==> config.mk <==
export PLATFORM = sky130hd
export DESIGN_NAME = lockstep_guard
export DESIGN_NICKNAME = d
export VERILOG_FILES = /design/src/rtl/lsg_pkg.sv /design/src/rtl/lsg_compare.sv /design/src/rtl/lsg_ckpt_timer.sv /design/src/rtl/lsg_fsm.sv /design/src/rtl/lockstep_guard.sv
export SDC_FILE = /design/constraint.sdc
export NUM_CORES = 1
export LEC_CHECK = 0
export ABC_AREA = 0
export BUFFER_PORTS_ARGS = -buffer_cell sky130_fd_sc_hd__buf_2
export CAP_MARGIN = 20
export CORE_MARGIN = 1
export CORE_UTILIZATION = 30
export DETAILED_ROUTE_END_ITERATION = 10
export GPL_TIMING_DRIVEN = 0
export PLACE_DENSITY = 0.49
export SYNTH_ARGS = -nofsm -noshare
export SYNTH_HDL_FRONTEND = slang
export SYNTH_SLANG_ARGS = --single-unit
==> constraint.sdc <==
create_clock -name clk -period 6.1 [get_ports clk]
set_clock_uncertainty 0.2 [all_clocks]
set_input_delay 1.22 -clock clk [delete_from_list [all_inputs] [get_ports clk]]
set_output_delay 1.22 -clock clk [all_outputs]
set_load 0.02 [all_outputs]
==> src/rtl/lsg_pkg.sv <==
// Shared definitions for the lockstep guard.
package lsg_pkg;
    // Controller states.
    typedef enum logic [2:0] {
        ST_RUN      = 3'd0,
        ST_CKPT     = 3'd1,
        ST_HOLD     = 3'd2,
        ST_ROLLBACK = 3'd3,
        ST_FATAL    = 3'd4
    } guard_state_t;
endpackage

==> src/rtl/lsg_compare.sv <==
// Compares the two core buses every cycle and keeps a saturating count of
// the cycles in which they differed.
// Assumes: both buses are sampled on the same clock as this block.
module lsg_compare #(
    parameter int DATA_W = 32,
    parameter int CNT_W  = 8
) (
    input  logic              clk,
    input  logic              rst_n,
    input  logic [DATA_W-1:0] bus_a,
    input  logic [DATA_W-1:0] bus_b,
    output logic              diverge,
    output logic [CNT_W-1:0]  div_count
);
    localparam logic [CNT_W-1:0] CNT_MAX = {CNT_W{1'b1}};

    // Divergence detect: any differing bit.
    always_comb diverge = |(bus_a ^ bus_b);

    // Saturating count of divergent cycles.
    always_ff @(posedge clk) begin
        if (!rst_n)
            div_count <= '0;
        else if (diverge && div_count != CNT_MAX)
            div_count <= div_count + 1'b1;
    end
endmodule

==> src/rtl/lsg_ckpt_timer.sv <==
// Counts clean run cycles and flags when a checkpoint is due.
// Assumes: run_en is low in every non-run state, which restarts the count.
// A period of zero disables checkpoints; lowering the period mid-count
// makes the next checkpoint due at once.
module lsg_ckpt_timer #(
    parameter int PERIOD_W = 16
) (
    input  logic                clk,
    input  logic                rst_n,
    input  logic                run_en,
    input  logic [PERIOD_W-1:0] period,
    output logic                due
);
    logic [PERIOD_W-1:0] run_cnt;

    // Due flag: count has reached the last cycle of the period.
    always_comb due = run_en && (period != '0) && (run_cnt >= period - 1'b1);

    // Run-cycle counter, restarted outside run and at each due point.
    always_ff @(posedge clk) begin
        if (!rst_n || !run_en || due)
            run_cnt <= '0;
        else
            run_cnt <= run_cnt + 1'b1;
    end
endmodule

==> src/rtl/lsg_fsm.sv <==
// Controller for the checkpoint and rollback sequence. It never chooses a
// correct core; every divergence leads either to a restore of both cores
// or to the fatal state.
// Assumes: VERIFY_CYC >= 1 and MAX_FAILS >= 1; ckpt_done and restore_done
// are only meaningful while the matching request is outstanding.
module lsg_fsm
    import lsg_pkg::*;
#(
    parameter int VERIFY_CYC = 4,
    parameter int MAX_FAILS  = 3
) (
    input  logic clk,
    input  logic rst_n,
    input  logic diverge,
    input  logic ckpt_due,
    input  logic ckpt_done,
    input  logic restore_done,
    output logic in_run,
    output logic stall,
    output logic ckpt_strobe,
    output logic restore_strobe,
    output logic have_ckpt,
    output logic fatal
);
    localparam int VW = $clog2(VERIFY_CYC + 1);
    localparam int FW = $clog2(MAX_FAILS + 1);
    localparam logic [VW-1:0] V_LAST = VW'(VERIFY_CYC - 1);
    localparam logic [FW-1:0] F_LAST = FW'(MAX_FAILS - 1);

    guard_state_t st, nxt;
    logic          dirty;
    logic [VW-1:0] vcnt;
    logic [FW-1:0] fails;

    // Next-state selection.
    always_comb begin
        nxt = st;
        unique case (st)
            ST_RUN: begin
                if (diverge)       nxt = have_ckpt ? ST_ROLLBACK : ST_FATAL;
                else if (ckpt_due) nxt = ST_CKPT;
            end
            ST_CKPT: begin
                if (ckpt_done) begin
                    if (dirty || diverge) nxt = have_ckpt ? ST_ROLLBACK : ST_FATAL;
                    else                  nxt = ST_RUN;
                end
            end
            ST_ROLLBACK: begin
                if (restore_done) nxt = ST_HOLD;
            end
            ST_HOLD: begin
                if (diverge)             nxt = (fails == F_LAST) ? ST_FATAL : ST_ROLLBACK;
                else if (vcnt == V_LAST) nxt = ST_RUN;
            end
            default: nxt = ST_FATAL;
        endcase
    end

    // State register.
    always_ff @(posedge clk) begin
        if (!rst_n) st <= ST_RUN;
        else        st <= nxt;
    end

    // Request strobes, one cycle on entry to capture or restore.
    always_ff @(posedge clk) begin
        if (!rst_n) begin
            ckpt_strobe    <= 1'b0;
            restore_strobe <= 1'b0;
        end else begin
            ckpt_strobe    <= (nxt == ST_CKPT) && (st != ST_CKPT);
            restore_strobe <= (nxt == ST_ROLLBACK) && (st != ST_ROLLBACK);
        end
    end

    // Dirty flag: a divergence seen since the capture request.
    always_ff @(posedge clk) begin
        if (!rst_n || st != ST_CKPT) dirty <= 1'b0;
        else if (diverge)            dirty <= 1'b1;
    end

    // Committed-checkpoint flag, set only by a clean capture.
    always_ff @(posedge clk) begin
        if (!rst_n)
            have_ckpt <= 1'b0;
        else if (st == ST_CKPT && ckpt_done && !dirty && !diverge)
            have_ckpt <= 1'b1;
    end

    // Verification window counter.
    always_ff @(posedge clk) begin
        if (!rst_n || st != ST_HOLD) vcnt <= '0;
        else if (!diverge)           vcnt <= vcnt + 1'b1;
    end

    // Consecutive failed-rollback tally.
    always_ff @(posedge clk) begin
        if (!rst_n)
            fails <= '0;
        else if (st == ST_HOLD) begin
            if (diverge)             fails <= fails + 1'b1;
            else if (vcnt == V_LAST) fails <= '0;
        end
    end

    // Decoded state outputs.
    always_comb begin
        in_run = (st == ST_RUN);
        stall  = (st != ST_RUN);
        fatal  = (st == ST_FATAL);
    end
endmodule

==> src/rtl/lockstep_guard.sv <==
// Top of the lockstep guard: comparator, checkpoint timer and controller.
// Assumes: the two cores and the checkpoint storage sit outside and obey
// core_stall, ckpt_req and restore_req.
module lockstep_guard #(
    parameter int DATA_W     = 32,
    parameter int PERIOD_W   = 16,
    parameter int CNT_W      = 8,
    parameter int VERIFY_CYC = 4,
    parameter int MAX_FAILS  = 3
) (
    input  logic                clk,
    input  logic                rst_n,
    input  logic [DATA_W-1:0]   core_a_bus,
    input  logic [DATA_W-1:0]   core_b_bus,
    input  logic [PERIOD_W-1:0] ckpt_period,
    input  logic                ckpt_done,
    input  logic                restore_done,
    output logic                core_stall,
    output logic                ckpt_req,
    output logic                restore_req,
    output logic                ckpt_valid,
    output logic                fatal_err,
    output logic [CNT_W-1:0]    mismatch_count
);
    logic diverge;
    logic in_run;
    logic due;

    lsg_compare #(.DATA_W(DATA_W), .CNT_W(CNT_W)) u_cmp (
        .clk(clk), .rst_n(rst_n), .bus_a(core_a_bus), .bus_b(core_b_bus),
        .diverge(diverge), .div_count(mismatch_count)
    );

    lsg_ckpt_timer #(.PERIOD_W(PERIOD_W)) u_timer (
        .clk(clk), .rst_n(rst_n), .run_en(in_run), .period(ckpt_period),
        .due(due)
    );

    lsg_fsm #(.VERIFY_CYC(VERIFY_CYC), .MAX_FAILS(MAX_FAILS)) u_fsm (
        .clk(clk), .rst_n(rst_n), .diverge(diverge), .ckpt_due(due),
        .ckpt_done(ckpt_done), .restore_done(restore_done), .in_run(in_run),
        .stall(core_stall), .ckpt_strobe(ckpt_req), .restore_strobe(restore_req),
        .have_ckpt(ckpt_valid), .fatal(fatal_err)
    );
endmodule

# Yosys cells after proc, flatten, opt, wreduce, memory -nomap -nowiden
# Cells that the tools add are included.
# totals
output_inout_bits	13
word_cells	63
input_bits	84
register_bits	36
# classes
muxes	12
n_reduce_logical	23
magnitude_cmp	1
bitwise_logic	1
n_addsub	5
n_eq_ne	12
# op_table
op	count
$reduce_or 32->1	1
$xor 32x32->32	1
$mux 3	9
$add 16x1->16 const B	1
$ge 16x16->1	1
$reduce_bool 16->1	1
$sub 16x1->16 const B	1
$eq 3x2->1 const B	4
$pmux 3 s4	1
$add 8x1->8 const B	1
$logic_and 1x1->1	8
$ne 8x8->1 const B	1
$eq 3x1->1 const B	2
$ne 3x2->1 const B	2
$logic_or 1x1->1	5
$logic_not 1->1	4
$mux 2	2
$add 3x1->3 const B	1
$eq 3x3->1 const B	1
$logic_not 3->1	1
$ne 3x1->1 const B	1
$reduce_bool 3->1	1
$add 2x1->2 const B	1
$eq 2x2->1 const B	1
other kinds (2)	2

# Logic depth before layout (Yosys ltp)
# Gate-level depths: netlist of the first run.
# logic_depth
word_depth	8
ltp_mapped	16
ltp_nobuf	14

# Modules after synthesis
# From an unflattened synthesis of the first run, not the netlist that was laid out.
# unflattened
hier_cells	322
area_unflattened_um2	2760.1
# modules_own_cells
module	cells_per_inst	seq_area_each_um2	n_inst	area_per_inst_um2
lsg_ckpt_timer	155	320.3	1	1296.2
lsg_compare	97	160.2	1	822.0
lsg_fsm	70	240.2	1	641.9

# Worst setup path after synthesis of the first run
# OpenSTA, ideal clock, no wires.
# synth_timing
kind	in2reg
startpoint	input ckpt_period[2]
endpoint	register u_timer.run_cnt[12]
cell_stages	15
arrival_ns	3.811
required_ns	5.783
setup_slack_ns	1.971
setup_ns	0.117
n_path_buf	2
path_cell_list	nor3_1 > nand2b_1 > nor4_1 > nand2_1 > nor3_1 > xnor2_1 > ha_1 > nand4_1 > nor2_1 > o2111ai_1 > a31oi_1 > nand2b_1 > clkbuf_1 > buf_2 > nor2_1
# synth_between
elab_chain_len	4
elab_cells_between_ends	6
classes_between	add/sub (1); order compare (1); reduce/logical (4)
# synth_rtl
element	line_no	rtl
start: declaration	lockstep_guard.sv:15	input logic [PERIOD_W-1:0] ckpt_period,
$sub 16x1->16 or $reduce_bool 16->1 (tied branches)	lsg_ckpt_timer.sv:17	always_comb due = run_en && (period != '0) && (run_cnt >= period - 1'b1);
$ge 16x16->1 or $logic_and 1x1->1 (tied branches)	lsg_ckpt_timer.sv:17	
$logic_and 1x1->1 *	lsg_ckpt_timer.sv:17	
$logic_or 1x1->1 *	lsg_ckpt_timer.sv:21	if (!rst_n || !run_en || due)
end signal: assignment	lsg_ckpt_timer.sv:24	run_cnt <= run_cnt + 1'b1;
end: declaration	lsg_ckpt_timer.sv:14	logic [PERIOD_W-1:0] run_cnt;
# Every way passes the cells marked *; elsewhere a longest branch is shown, timed or not.
# A chain may end at the register's enable or synchronous reset.

# Worst setup path in the final report of the first run
# layout_timing
startpoint	input ckpt_period[2]
endpoint	register u_timer.run_cnt[4]
# Same word-level chain as after synthesis.

==> results of run 1 <==
==> worst paths after layout <==
path | end | cells after the start | slack (ns) | startpoint
worst max-delay path | u_timer.run_cnt[4] | 16 | 1.49 | ckpt_period[2]
worst min-delay path | u_fsm.fails[0] | 2 | 0.27 | u_fsm.fails[0]
worst max register to register | u_timer.run_cnt[4] | 9 | 3.61 | u_timer.run_cnt[13]
worst min register to register | u_fsm.fails[0] | 2 | 0.27 | u_fsm.fails[0]
==> logic make-up after synthesis <==
kind of cell               count (synthesis)  synth area share
and+or+nand+nor                          126             0.245
xor gates and xnor gates                  63             0.206
AOI/OAI and AO/OA                         52             0.137
DFF                                       36             0.269
buffers and inverters                     24            0.0410
adders and majority gates                 22             0.103
==> state kept, by name (all words and copies together), names as in the netlist <==
name                  count
u_fsm.dirty               1
u_cmp.div_count           8
u_fsm.restore_strobe      1
u_fsm.vcnt                3
u_fsm.fails               2
u_fsm.have_ckpt           1
u_fsm.st                  3
u_fsm.ckpt_strobe         1
u_timer.run_cnt          16
==> per-stage QoR <==
stage	power [mW]	setup WS, ns	cells	hold WS (ns)	util
global placement	0.333	1.09	527	0.242	0.380
CTS	0.545	1.38	535	0.266	0.392
global route	0.565	1.23	535	0.286	0.392
floorplan	0.289	1.97	323	0.232	-
detailed placement	0.335	1.09	527	0.254	0.380
finish	0.533	1.49	535	0.266	0.392
==> cells in the final DEF (no fill, tap or decap), types with 10 or more instances in the layout <==
cell type	synthesis	routed
inv_1	17	17
xnor2_1	20	20
ha_1	22	22
nor4_1	10	10
xor2_1	43	43
buf_2	1	97
dfxtp_1	36	36
a21oi_1	16	16
nor2_1	39	39
nand2_1	21	21
nand3_1	11	11
==> cell usage after synthesis, types with 5 or more instances <==
cell      count
xor2_1       43
a21oi_1      16
a31oi_1       5
xnor2_1      20
nor3_1        5
dfxtp_1      36
ha_1         22
nand4_1       9
nor2_1       39
inv_1        17
nand2b_1      7
o21ai_0       6
and3_1        7
nand2_1      21
nor4_1       10
nand3_1      11
o41ai_1       5
==> layer usage <==
metal	wire (um)	share of wire	up-vias	global-route usage
li1	-	-	1359	-
met1	2760	0.45	1154	0.161
met2	3010	0.49	93	0.253
met3	340	0.055	6	0.0211
met4	85	0.014	0	0.0588
met5	0	0	-	0
==> worst max-delay path, stage by stage <==
cell and delay [ns]:
buf_2 0.12, nor3_1 0.30, nand2b_1 0.12, nor4_1 0.42, nand2_1 0.19, nor3_1 0.25, xnor2_1 0.11, ha_1 0.32
nand4_1 0.11, nor2_1 0.20, o2111ai_1 0.18, a31oi_1 0.28, nand2b_1 0.15, clkbuf_1 0.24, buf_2 0.28, nor2_1 0.07
==> power by group <==
part	internal [mW]	total, mW	switching (mW)
Clock	0.121	0.205	0.0834
Combinational	0.0440	0.0863	0.0423
Sequential	0.238	0.242	0.00402
Total	0.403	0.533	0.130
==> cell type report <==
class | count | area, um^2 | area share
multi-input combinational | 263 | 1850 | 0.544
sequential | 36 | 721 | 0.212
timing repair buffer | 96 | 480 | 0.141
tap | 108 | 135 | 0.0397
clock buffer | 6 | 72.6 | 0.0213
inverter | 17 | 63.8 | 0.0187
buffer | 7 | 46.3 | 0.0136
clock inverter | 2 | 35.0 | 0.0103
==> summary.txt, run 1 <==
Status
  – Outcome: finished, final reports clean

Floorplanning
  – Starting Density: 0.309
  – Die Wd: between 90 and 100 um
  – Die span in y: between 90 and 100 um
  – Row cnt: 34
  – Die area: slightly above 9000 um^2
  – Top-Level Pins: 97
  – Core box area: 8680 um^2

Clock network
  – TritonCTS clock tree: done
  – H-tree levels: 2
  – Hold buffer count at CTS: 0
  – Clock Tree Buf Depth: 2
  – Clk slew on worst S/H paths: approximately 0.070 ns
  – Clock buffer count from CTS: 5
  – Clock root buffer master: clkbuf_8
  – Post-CTS Setup Repair Bufs: 0
  – Post-CTS sizing: 0
  – CTS Sinks: 36
  – Clock Latency Late Sink: between 0.2 and 0.3 ns

Synthesis
  – EDFF count, synth: 0
  – Post-Syn Area: 2680 um^2
  – Synth area leaders: dfxtp_1 27%, xor2_1 14%, ha_1 10%, xnor2_1 6.5%, nor2_1 5.5%
  – Syn nets: about 430
  – Ys flop type: dfxtp_1
  – Yosys top cell area share: 0.269
  – YS warnings: 0
  – Cell taking the most area after synthesis: dfxtp_1
  – Synth unique cells: 50
  – Post-Synthesis Cells: about 320
  – Yosys reg bits: 36
  – Syn Area/Cell: between 8 and 9 um^2
  – Post-synth ARST share: 0
  – Post-synthesis sequential area ratio: 0.269

Timing
  – Final Slew Violations: 0
  – Tcrit/Tclk final: 0.755
  – Worst-margin pin slew: 0.535 ns
  – Slew margin rel.: 0.640
  – Final min period: roughly 4.6 ns
  – FMAX: ~0.22 GHz
  – TNS Setup: 0 ns
  – Final Hold Fails: 0
  – Setup violators final: 0
  – RSZ-0062 raised after global routing: no

Placed design
  – Placed Area: ~3300 um^2
  – Port Buffers: 96
  – RePlAce Congestion: roughly 0.78
  – Hpwl dp: around 5000 um

Routing
  – Initial DRC count: 35
  – Via count of the routed design: between 2000 and 3000
  – ANT nets after route: 0
  – Routed WL per cell: about 12 um
  – Vias per cell: slightly below 5
  – First-pass iteration count of the detailed router: 4
  – DRT Wirelength: 6200 um
  – DRC errors left: 0

Cells and area
  – Final instance area: approximately 3400 um^2
  – Area grow syn2layout: 27.0%
  – Number of diodes: 0
  – Nets: about 530
  – Layout cells sized above 1: 0.272
  – Layout filler cell count: 934

Power
  – PwrDens: ~160 nW/um^2
  – Leakage: between 1 and 1.5 nW
  – Peak VDD IR: around 0.000070 V

Global route
  – First-pass GRT wire length: about 10000 um
  – Initial antenna violation count: 0
  – Total grt overflow: 0
  – Vias in the first global route: 2357
  – Total GRT Usage: 0.139
  – Largest net degree at the start of global routing: 12

Setup path
  – Critical-path maximum fanout: 10
  – Critical Path RT: between 6 and 7 ns
  – CP Class: in -> reg
  – Worst setup EP type: flip-flop
  – Startpoint types: input port
  – CP Data Arrival Time: roughly 4.6 ns

Worst hold path
  – Worst Hold Class: reg -> reg

Job
  – Max Cap Violations: 0
Note: power is estimated with default switching activity, not from simulation.
==> run 2: changes to the inputs <==
Settings changed: ABC_AREA 0 to 1, PLACE_DENSITY 0.49 to 0.48.
Clock period 6.1 ns to 4.4 ns, I/O delays scaled along.
==> run 2 against run 1 <==
  * Sequential power up 38%
  * Core utilization rose by 0.18 points
  * Clock-buffer cell count shrank 1
  * Cell count increased by 27%
  * Via count grew 11%
  * Synthesized cell count increased by 37%
  * Flip-flop and latch count did not move
  * First-iteration DRC count grew 150%
  * Largest power group unchanged
  * Sequential share of layout area fell by 1.6 points
  * Hold slack gained 0.0071 ns
  * Total power increased by 43%
==> summary.txt, run 2 <==
Global route
  – Global Route met1 Usage: 0.164 (+0.00259)
  – Largest net degree at the start of global routing: 13 (+1)
  – Vias in the first global route: 2659 (+13%)
  – First-pass GRT wire length: 10900 um (+8.2%)
  – Busiest grt layer: met2
  – Total GRT Usage: 0.129 (-0.0102)
  – Met3 Use GR: 0.0250 (+0.00384)
  – Initial antenna violation count: 0 (unchanged)
  – Total grt overflow: 0 (unchanged)
  – Met2 Use GR: 0.233 (-0.0201)

Floorplanning
  – Die Wd: 101 um (+4.3%)
  – Top-Level Pins: 97 (unchanged)
  – Die area: 10100 um^2 (+8.8%)
  – Row cnt: 35 (+2.9%)
  – Starting Density: 0.313 (+0.00437)
  – Die span in y: 101 um (+4.3%)
  – Core box area: 9330 um^2 (+7.5%)

Setup path
  – Critical Path RT: 4.42 ns (-1.65 ns)
  – CP Data Arrival Time: 3.57 ns (-1.00 ns)
  – CP Class: in -> reg
  – Crit-path leading delay family: simple AND/OR/NAND/NOR gates
  – Slowest CP cell: ha_1
  – Critical Path Max Stage Delay: 0.30 ns (-0.12 ns)
  – Bufs and invs on worst path: 3 (unchanged)
  – Critical-path maximum fanout: 10 (unchanged)
  – Startpoint types: input port
  – Worst setup EP type: flip-flop
  – Crit-path cells: buf_2, or2_1, nor2_2, nand3b_2, nor2_4, nand2_4, nor2_4, nand3_2, nor3_2, xor2_1, inv_1, ha_1, a21oi_1, o21ai_0, nor2_1, nand2_1, nand2_1, nand3_2, buf_6, a21oi_1

Cells and area
  – Layout cells sized above 1: 0.243 (-0.0290)
  – Biggest regs: u_timer.run_cnt x16, u_cmp.div_count x8
  – Commonest non-fill, non-tap cell in the layout: nand2_1
  – Layout filler cell count: 1001 (+7.2%)
  – Largest register FFs: 16 (unchanged)
  – Area grow syn2layout: 25.8%
  – Number of diodes: 0 (unchanged)
  – Most frequent cells in the layout: 111 x nand2_1, 96 x buf_2, 73 x inv_1
  – Largest Register: u_timer.run_cnt
  – Nets: 653 (+23%)

Placed design
  – Hpwl dp: 5280 um (+3.2%)
  – RePlAce Congestion: 0.789 (+1.8%)
  – Port Buffers: 96 (unchanged)
  – Worst Setup Slack post-DPL: 0.525 ns (-0.569 ns)

Synthesis
  – Most common cell in the netlist: nand2_1
  – Syn nets: 550 (+28%)
  – Post-Syn Area: 2920 um^2 (+9.0%)
  – Syn Area/Cell: 6.59 um^2 (-21%)
  – Ys flop type: dfxtp_1
  – Synth unique cells: 36 (-28%)
  – Synth area leaders: dfxtp_1 25%, nand2_1 14%, ha_1 9.4%, inv_1 9.4%, xnor2_1 7.2%
  – Yosys reg bits: 36 (unchanged)
  – Post-synthesis sequential area ratio: 0.246 (-0.0222)
  – Cell taking the most area after synthesis: dfxtp_1
  – Post-Synthesis Cells: 444 (+37%)
  – EDFF count, synth: 0 (unchanged)
  – YS warnings: 0 (unchanged)
  – Post-synth ARST share: 0 (unchanged)
  – Yosys top cell area share: 0.246 (-0.0222)
  – Post-synth top cells: 111 x nand2_1, 73 x inv_1, 45 x nor2_1

Worst hold path
  – Worst Hold Class: reg -> reg

Timing
  – Worst-margin pin slew: 0.601 ns (+0.0662 ns)
  – Final min period: about 3.5 ns
  – Slew margin rel.: 0.596 (-0.0440)
  – Final Slew Violations: 0 (unchanged)
  – Setup violators final: 0 (unchanged)
  – Tcrit/Tclk final: 0.806
  – FMAX: 0.282 GHz
  – RSZ-0062 raised after global routing: no
  – TNS Setup: 0 ns (unchanged)
  – Fin worst setup slack: 0.852 ns (-0.643 ns)
  – Final Hold Fails: 0 (unchanged)

Clock network
  – Post-CTS sizing: 0 (unchanged)
  – Clock root buffer master: clkbuf_8
  – Post-CTS Setup Repair Bufs: 0 (unchanged)
  – Clock buffer count from CTS: 5 (unchanged)
  – Hold buffer count at CTS: 0 (unchanged)
  – H-tree levels: 2 (unchanged)
  – Clock Tree Buf Depth: 2 (unchanged)
  – Clk slew on worst S/H paths: 0.08 ns (about the same)
  – CTS Sinks: 36 (unchanged)
  – Clock Latency Late Sink: 0.28 ns (about the same)
  – TritonCTS clock tree: done

Power
  – Leakage: 1.84 nW (+26%)
  – Peak VDD IR: 0.000161 V (+130%)
  – PwrDens: 207 nW/um^2 (+32%)

Routing
  – DRC errors left: 0 (unchanged)
  – ANT nets after route: 0 (unchanged)
  – Initial DRC count: 87 (+150%)
  – First-pass iteration count of the detailed router: 4 (unchanged)
  – DRT Wirelength: 6340 um (+2.3%)
  – Via count of the routed design: 2895 (+11%)
  – Vias per cell: 4.28 (-12%)
  – Routed WL per cell: 9.37 um (-19%)

Status
  – Outcome: finished, final reports clean

Job
  – Max Cap Violations: 0 (unchanged)
-- run 2: cell count changes in the layout (fill, tap and decap cells not counted), moves of 7 or more --
cell,delta
nand2_1,+90
xor2_1,-27
a21oi_1,+9
nand3_1,+7
nor4_1,-9
nor3_1,+9
nand2b_1,-7
inv_1,+56
-- run 2: final timing paths --
kind / startpoint / to / slack, ns / cells after the start
worst min register to register: u_fsm.fails[1] / u_fsm.fails[1] / 0.27 / 2
worst max register to register: u_timer.run_cnt[5] / u_timer.run_cnt[4] / 2.34 / 11
worst max-delay path: ckpt_period[2] / u_timer.run_cnt[4] / 0.85 / 20
worst min-delay path: u_fsm.fails[1] / u_fsm.fails[1] / 0.27 / 2
-- run 2: logic make-up (layout without fill, tap and decap cells) --
kind of cell | after synthesis | count (layout) | synth area share
AND/OR/NAND/NOR | 227 | 227 | 0.362
buffers and inverters | 80 | 184 | 0.105
XOR/XNOR | 40 | 40 | 0.120
AO/OA/AOI/OAI | 39 | 39 | 0.0723
flip-flops | 36 | 36 | 0.246
adder cells (fa/ha/maj) | 22 | 22 | 0.0941
-- run 2: routing by layer --
metal,part of all wire,vias to the layer above,routed length (um)
met4,0,0,0
met3,0.048,0,305
li1,-,1596,-
met5,0,-,0
met2,0.47,49,2960
met1,0.49,1250,3080
-- run 2: cell type report --
class                   count  area [um^2]  area share
clock buffers               5         68.8      0.0187
clock inverters             3         42.5      0.0116
flip-flops and latches     36          721       0.196
multi-input cells         328         1900       0.515
repair buffers             96          480       0.131
well taps                 129          161      0.0439
plain buffers               2         15.0     0.00408
inverters                  78          293      0.0796
-- run 2: worst reg2reg max path: stages, from the launching register on --
cell,delay [ns]
dfxtp_1,0.41
ha_1,0.27
a21oi_1,0.12
o21ai_0,0.09
nor2_1,0.10
o21ai_0,0.11
nand2_1,0.08
nand2_1,0.04
nand2_1,0.10
nand3_2,0.17
buf_6,0.20
a21oi_1,0.11
-- run 2: per-stage QoR --
| stage | cells | hold slack, ns | power [mW] | cell area, um^2 | util |
|---|---|---|---|---|---|
| after floorplan | 444 | 0.238 | 0.417 | 2920 | - |
| after global placement | 669 | 0.253 | 0.476 | 3570 | 0.382 |
| after detailed placement | 669 | 0.264 | 0.479 | 3570 | 0.382 |
| after CTS | 677 | 0.275 | 0.776 | 3680 | 0.394 |
| after global routing | 677 | 0.303 | 0.808 | 3680 | 0.394 |
| final | 677 | 0.273 | 0.762 | 3680 | 0.394 |
-- run 2: report_power, final --
group / internal (mW) / switching [mW] / total [mW]
Clock: 0.168 / 0.124 / 0.292
Sequential: 0.329 / 0.00415 / 0.333
Combinational: 0.0673 / 0.0691 / 0.136
